==> config.mk <==
export PLATFORM = sky130hd
export DESIGN_NAME = dpar_guard
export DESIGN_NICKNAME = d
export VERILOG_FILES = /design/src/rtl/dpar_pkg.sv /design/src/rtl/dpar_gen.sv /design/src/rtl/dpar_chk.sv /design/src/rtl/dpar_pipe.sv /design/src/rtl/dpar_mcr.sv /design/src/rtl/dpar_guard.sv
export SDC_FILE = /design/constraint.sdc
export NUM_CORES = 1
export LEC_CHECK = 0
export CAP_MARGIN = 0
export CORE_AREA = 2 2 88 90
export DETAILED_ROUTE_END_ITERATION = 10
export DIE_AREA = 0 0 90 92
export DONT_BUFFER_PORTS = 1
export SETUP_SLACK_MARGIN = 0.3
export SLEW_MARGIN = 0
export SYNTH_ARGS = -nofsm -noshare
export SYNTH_HDL_FRONTEND = slang
export SYNTH_SLANG_ARGS = --single-unit
==> constraint.sdc <==
create_clock -name clk -period 1.9 [get_ports clk]
set_clock_uncertainty 0.2 [all_clocks]
set_input_delay 0.38 -clock clk [delete_from_list [all_inputs] [get_ports clk]]
set_output_delay 0.38 -clock clk [all_outputs]
set_load 0.005 [all_outputs]
==> src/rtl/dpar_pkg.sv <==
package dpar_pkg;

    localparam int BYTE_W     = 8;
    localparam int REPORT_LAT = 2;

    typedef enum logic [1:0] {
        SLOT_EMPTY  = 2'd0,
        SLOT_LOGGED = 2'd1,
        SLOT_RAISED = 2'd2
    } mc_state_e;

endpackage

==> src/rtl/dpar_gen.sv <==
module dpar_gen #(
    parameter int NBYTES = 8
) (
    input  logic [NBYTES*8-1:0] data,
    output logic [NBYTES-1:0]   par
);
    for (genvar g = 0; g < NBYTES; g++) begin : g_byte
        assign par[g] = ^data[g*8 +: 8];
    end
endmodule

==> src/rtl/dpar_chk.sv <==
module dpar_chk #(
    parameter int NBYTES = 8
) (
    input  logic [NBYTES*8-1:0] rd_data,
    input  logic [NBYTES-1:0]   rd_par,
    input  logic [NBYTES-1:0]   be_n,
    input  logic                strobe,
    output logic                err
);
    logic [NBYTES-1:0] calc;
    logic [NBYTES-1:0] bad;

    dpar_gen #(.NBYTES(NBYTES)) u_gen (
        .data (rd_data),
        .par  (calc)
    );

    // a byte counts only when it was requested
    assign bad = (calc ^ rd_par) & ~be_n;
    assign err = strobe & (|bad);
endmodule

==> src/rtl/dpar_pipe.sv <==
module dpar_pipe #(
    parameter int LAT = 2
) (
    input  logic clk,
    input  logic rst_n,
    input  logic flag_in,
    output logic flag_out_n
);
    logic [LAT-1:0] sr;

    always_ff @(posedge clk or negedge rst_n) begin
        if (!rst_n) begin
            sr <= '0;
        end else begin
            sr[0] <= flag_in;
            for (int i = 1; i < LAT; i++) begin
                sr[i] <= sr[i-1];
            end
        end
    end

    assign flag_out_n = ~sr[LAT-1];
endmodule

==> src/rtl/dpar_mcr.sv <==
module dpar_mcr
    import dpar_pkg::*;
#(
    parameter int AW = 29,
    parameter int CW = 4
) (
    input  logic          clk,
    input  logic          rst_n,
    input  logic          err,
    input  logic          en_n,
    input  logic          mce_on,
    input  logic          clr,
    input  logic [AW-1:0] addr_in,
    input  logic [CW-1:0] ctl_in,
    output logic          mc_valid,
    output logic          mc_req,
    output logic [AW-1:0] mc_addr,
    output logic [CW-1:0] mc_ctl
);
    mc_state_e state_q, state_d;
    logic      take;
    logic      load;

    assign take = err & ~en_n;

    always_comb begin
        state_d = state_q;
        unique case (state_q)
            SLOT_EMPTY: begin
                if (take) state_d = mce_on ? SLOT_RAISED : SLOT_LOGGED;
            end
            SLOT_LOGGED, SLOT_RAISED: begin
                if (clr) begin
                    if (take) state_d = mce_on ? SLOT_RAISED : SLOT_LOGGED;
                    else      state_d = SLOT_EMPTY;
                end
            end
            default: state_d = SLOT_EMPTY;
        endcase
    end

    assign load = take & ((state_q == SLOT_EMPTY) | clr);

    always_ff @(posedge clk or negedge rst_n) begin
        if (!rst_n) state_q <= SLOT_EMPTY;
        else        state_q <= state_d;
    end

    always_ff @(posedge clk or negedge rst_n) begin
        if (!rst_n) begin
            mc_addr <= '0;
            mc_ctl  <= '0;
        end else if (load) begin
            mc_addr <= addr_in;
            mc_ctl  <= ctl_in;
        end else if (clr) begin
            mc_addr <= '0;
            mc_ctl  <= '0;
        end
    end

    always_comb begin
        mc_valid = (state_q != SLOT_EMPTY);
        mc_req   = (state_q == SLOT_RAISED);
    end

    AST_FIRST_HELD: assert property (@(posedge clk) disable iff (!rst_n)
        (mc_valid && !clr) |=> (mc_valid && $stable(mc_addr) && $stable(mc_ctl)));
    AST_REQ_NEEDS_RECORD: assert property (@(posedge clk) disable iff (!rst_n)
        mc_req |-> mc_valid);
    AST_GATED_NO_CAPTURE: assert property (@(posedge clk) disable iff (!rst_n)
        (!mc_valid && !(err && !en_n)) |=> !mc_valid);
    AST_CLEAR_EMPTIES: assert property (@(posedge clk) disable iff (!rst_n)
        (clr && !(err && !en_n)) |=> (!mc_valid && !mc_req));
endmodule

==> src/rtl/dpar_guard.sv <==
module dpar_guard
    import dpar_pkg::*;
#(
    parameter int DATA_W = 64,
    parameter int ADDR_W = 29,
    parameter int CTL_W  = 4
) (
    input  logic                     clk,
    input  logic                     rst_n,
    input  logic [DATA_W-1:0]        wr_data,
    output logic [DATA_W/BYTE_W-1:0] wr_par,
    input  logic [DATA_W-1:0]        rd_data,
    input  logic [DATA_W/BYTE_W-1:0] rd_par,
    input  logic [DATA_W/BYTE_W-1:0] byte_en_n,
    input  logic                     rdy_n,
    input  logic                     chk_en_n,
    input  logic                     mce_on,
    input  logic [ADDR_W-1:0]        cyc_addr,
    input  logic [CTL_W-1:0]         cyc_ctl,
    input  logic                     mc_clear,
    output logic                     pchk_n,
    output logic                     mc_valid,
    output logic                     mc_req,
    output logic [ADDR_W-1:0]        mc_addr,
    output logic [CTL_W-1:0]         mc_ctl
);
    localparam int NB = DATA_W / BYTE_W;

    logic err_now;

    dpar_gen #(.NBYTES(NB)) u_wgen (
        .data (wr_data),
        .par  (wr_par)
    );

    dpar_chk #(.NBYTES(NB)) u_chk (
        .rd_data (rd_data),
        .rd_par  (rd_par),
        .be_n    (byte_en_n),
        .strobe  (~rdy_n),
        .err     (err_now)
    );

    dpar_pipe #(.LAT(REPORT_LAT)) u_pipe (
        .clk        (clk),
        .rst_n      (rst_n),
        .flag_in    (err_now),
        .flag_out_n (pchk_n)
    );

    dpar_mcr #(.AW(ADDR_W), .CW(CTL_W)) u_mcr (
        .clk      (clk),
        .rst_n    (rst_n),
        .err      (err_now),
        .en_n     (chk_en_n),
        .mce_on   (mce_on),
        .clr      (mc_clear),
        .addr_in  (cyc_addr),
        .ctl_in   (cyc_ctl),
        .mc_valid (mc_valid),
        .mc_req   (mc_req),
        .mc_addr  (mc_addr),
        .mc_ctl   (mc_ctl)
    );

    AST_REPORT_TWO_LATE: assert property (@(posedge clk) disable iff (!rst_n)
        err_now |-> ##2 !pchk_n);
    AST_QUIET_WITHOUT_ERR: assert property (@(posedge clk) disable iff (!rst_n)
        !err_now |-> ##2 pchk_n);
    AST_IDLE_STROBE_SILENT: assert property (@(posedge clk) disable iff (!rst_n)
        rdy_n |-> !err_now);
endmodule

==> results.cfg <==
[status]
status = complete, but fails checks
violations = negative setup slack

[hold_path]
min_from = cyc_addr[11]
whs_path_depth = 2
hold_end = u_mcr.mc_addr[11]
hold_class = primary input to flip-flop

[layout]
antenna_cells = 0
final_nets = 493
fin_util_pct = 48.6
drive_gt1_share_pct = 17.3
layoutNonFillerInstCount = 409
syn2layout_area_growth_pct = 19.8
nFillCells = 677

[route]
drc = 0
drt_iter0_drc = 47
vias = 2106
wire_per_inst_um = 17.9
drt-pass1-iter-count = 4
wl_um = 7330
routed_via_density = 5.15
postRouteAntennaNets = 0

[timing]
rsz0062_at_grt = true
finalHoldViolCount = 0
slew-limit-headroom_pct = 79.5
worst_slack_ps = -112
setup_viol = 34
slew_violations = 0
max_freq_mhz = 497
tightest_slew_ps = 307
period_needed_ps = 2010
period_share_pct = 106

[global_route]
grtUsageTotal_pct = 15.9
grt_max_degree = 38
grt_pass1_wl_um = 10600
gr-total-overflow = 0
antenna_found_initial = 0
grt_pass1_vias = 2120

[synthesis]
synth_top_family_by_area = XOR/XNOR gates
synthMuxAreaShare_pct = 2.98
avgSynthCellArea_um2 = 10.4
ys_seq_elements = 37
yosysWarnings = 0
syn-num-nets = 478
synth_compound_area_share_pct = 11.6
yosys.area_share.simple_pct = 11.8
ys_types = 26
synthXorXnorAreaFrac_pct = 35.1
synth_fa_ha_area_share_pct = 1.24
syn_area_um2 = 3020
synth-seq-area-share_pct = 30.6
netlist_instances = 292

[pwr]
power_frac_clock_pct = 19.5
share_comb_of_total_power_pct = 44.2
peakVddDrop_mv = 0.447
p_total_w = 0.00286
leakage_nw = 1.64
internal_power_w = 0.00194
netSwitchingPower_w = 0.000919
p_sw_share_pct = 32.1
cellPowerDensity_nw_per_um2 = 789
pwr-share-seq_pct = 36.3

[floorplan]
die_h_um = 92
core_um2 = 7450
initial_utilization_pct = 40.6
num_rows = 32
io_pins = 227
fp.dieW_um = 90
dieArea_um2 = 8280

[setup_path]
crit_family = XOR/XNOR gates
critical_path.slowest_cell = xnor3_1
critPathMaxFanout = 5
end_kind = flip-flop
r2r_end = u_mcr.state_q[1]
cpPeakStageDelay_ps = 420
r2r_start = u_mcr.state_q[1]
crit_buf_inv = 2
critPathLaunchType = primary input
cp_cell_sequence = xnor2_4 -> xnor3_1 -> mux2i_1 -> nand4_2 -> o211ai_2 -> buf_6 -> clkbuf_16 -> o2bb2ai_2
worstPathRequired_ps = 1910
ff2ff_setup_slack_ps = 290
critPathArrivalTime_ps = 2020
path_class = primary input to flip-flop
reg2reg_depth = 6
path_depth = 8

[clock_network]
cts_sinks = 37
clk_pin_slew_worst_paths_ps = 70
h-tree-depth = 2
clk_path_buf_depth = 2
cts_buffers = 5
cts_root_buffer = clkbuf_8
cts_tree = yes
clock_latency_ps = 280

[placement]
dp_cells = 388
dp_hpwl_um = 5300
port-buffer-count = 0
routabilityCongestion = 0.752

[run]
drv_cap = 0
[layout by cell type, fill, tap and decap left out, types with 2 or more instances in the layout]
| master | instances |
|---|---|
| buf_4 | 5 |
| inv_1 | 34 |
| inv_2 | 2 |
| xnor2_2 | 8 |
| xnor2_1 | 55 |
| ha_4 | 2 |
| o2bb2ai_2 | 11 |
| nand3b_1 | 2 |
| mux2i_1 | 9 |
| xnor3_1 | 16 |
| nor2b_1 | 41 |
| dfrtp_1 | 37 |
| buf_6 | 6 |
| buf_12 | 3 |
| dlygate4sd3_1 | 2 |
| o2bb2ai_1 | 20 |
| o2bb2ai_4 | 2 |
| clkbuf_8 | 6 |
| nor2_1 | 11 |
| clkbuf_16 | 2 |
| o21ai_0 | 2 |
| xor2_1 | 16 |
[layout make-up]
type	instances	area, um2	share of cell area, %
multi-input combinational	208	2110	58.1
timing repair buffer	18	235	6.49
sequential	37	926	25.6
tap	102	128	3.52
inverter	37	141	3.90
clock buffer	7	86.3	2.38
[metrics by stage]
step           instance area (um2)  hold slack [ps]  TNS, ps  setup WS (ps)
3_3_place_gp                  3140             -115   -12990           -401
2_1_floorplan                 3020             -116    -8520           -265
6_report                      3620             22.3    -2930           -112
5_1_grt                       3620             17.5    -5780           -198
4_1_cts                       3340             11.2    -2870          -98.3
3_5_place_dp                  3140             -115   -15550           -515
[sequential cells by signal, summed over array words and instances (netlist names)]
name	cells
u_mcr.state_q	2
u_mcr.mc_addr	29
u_pipe.sr	2
u_mcr.mc_ctl	4
[synthesized netlist by cell type (all sizes together)]
cell type  instances  area, um2
nor2b             41        257
o2bb2ai           33        289
o21ai              2       10.0
nor4b              1       8.76
dfrtp             37        926
o211ai             2       20.0
nand3b             2       15.0
ha                 3       37.5
clkbuf             4       15.0
mux2i              9       90.1
xnor2             64        561
or2                1       6.26
o221ai             1       15.0
xnor3             16        360
nand2              1       3.75
inv               37        139
nor4               1       6.26
nor2              11       41.3
buf                6       48.8
nand4              2       18.8
o21a               1       7.51
o311ai             1       8.76
xor2              16        140
[cell families after synthesis]
group / Yosys count
AOI/OAI and AO/OA: 40
xor gates and xnor gates: 96
adders and majority gates: 3
buffers and inverters: 47
DFF: 37
muxes: 9
and+or+nand+nor: 60
[power groups by stage]
stage	combinational, W	clock, W	sequential, W
after floorplan	0.000825	0	0.00101
after global placement	0.000933	0	0.00106
after detailed placement	0.000964	0	0.00105
after CTS	0.00110	0.000582	0.00104
after global routing	0.00137	0.000599	0.00106
final	0.00126	0.000557	0.00104
[how the worst max path moves through the flow]
stage	start	end	slack [ps]
detailed placement	rd_data[26]	u_mcr.mc_ctl[0]	-520
global route	rd_data[36]	u_mcr.mc_addr[8]	-200
CTS	rd_data[42]	u_mcr.mc_addr[5]	-100
finish	rd_data[36]	u_mcr.mc_addr[8]	-110
global placement	rd_data[7]	u_mcr.state_q[0]	-400
floorplan	rd_data[58]	u_mcr.mc_addr[0]	-270
[what timing repair did]
action                                  CTS  global route
endpoints found under the hold margin    38             0
gates resized for setup                   9            29
hold buffers                              3             0
setup buffers                             6             2
gates cloned                              0             3
endpoints found under the setup margin   37            39
pin swaps                                 4            14
[layer usage]
metal,wire length [um],vias up,global-route usage [%]
li1,-,982,-
met1,2780,1000,18.8
met2,3840,116,27.1
met3,637,8,6.08
met4,71,0,4.10
met5,0,-,0
Power figures use the tool's default switching activity.
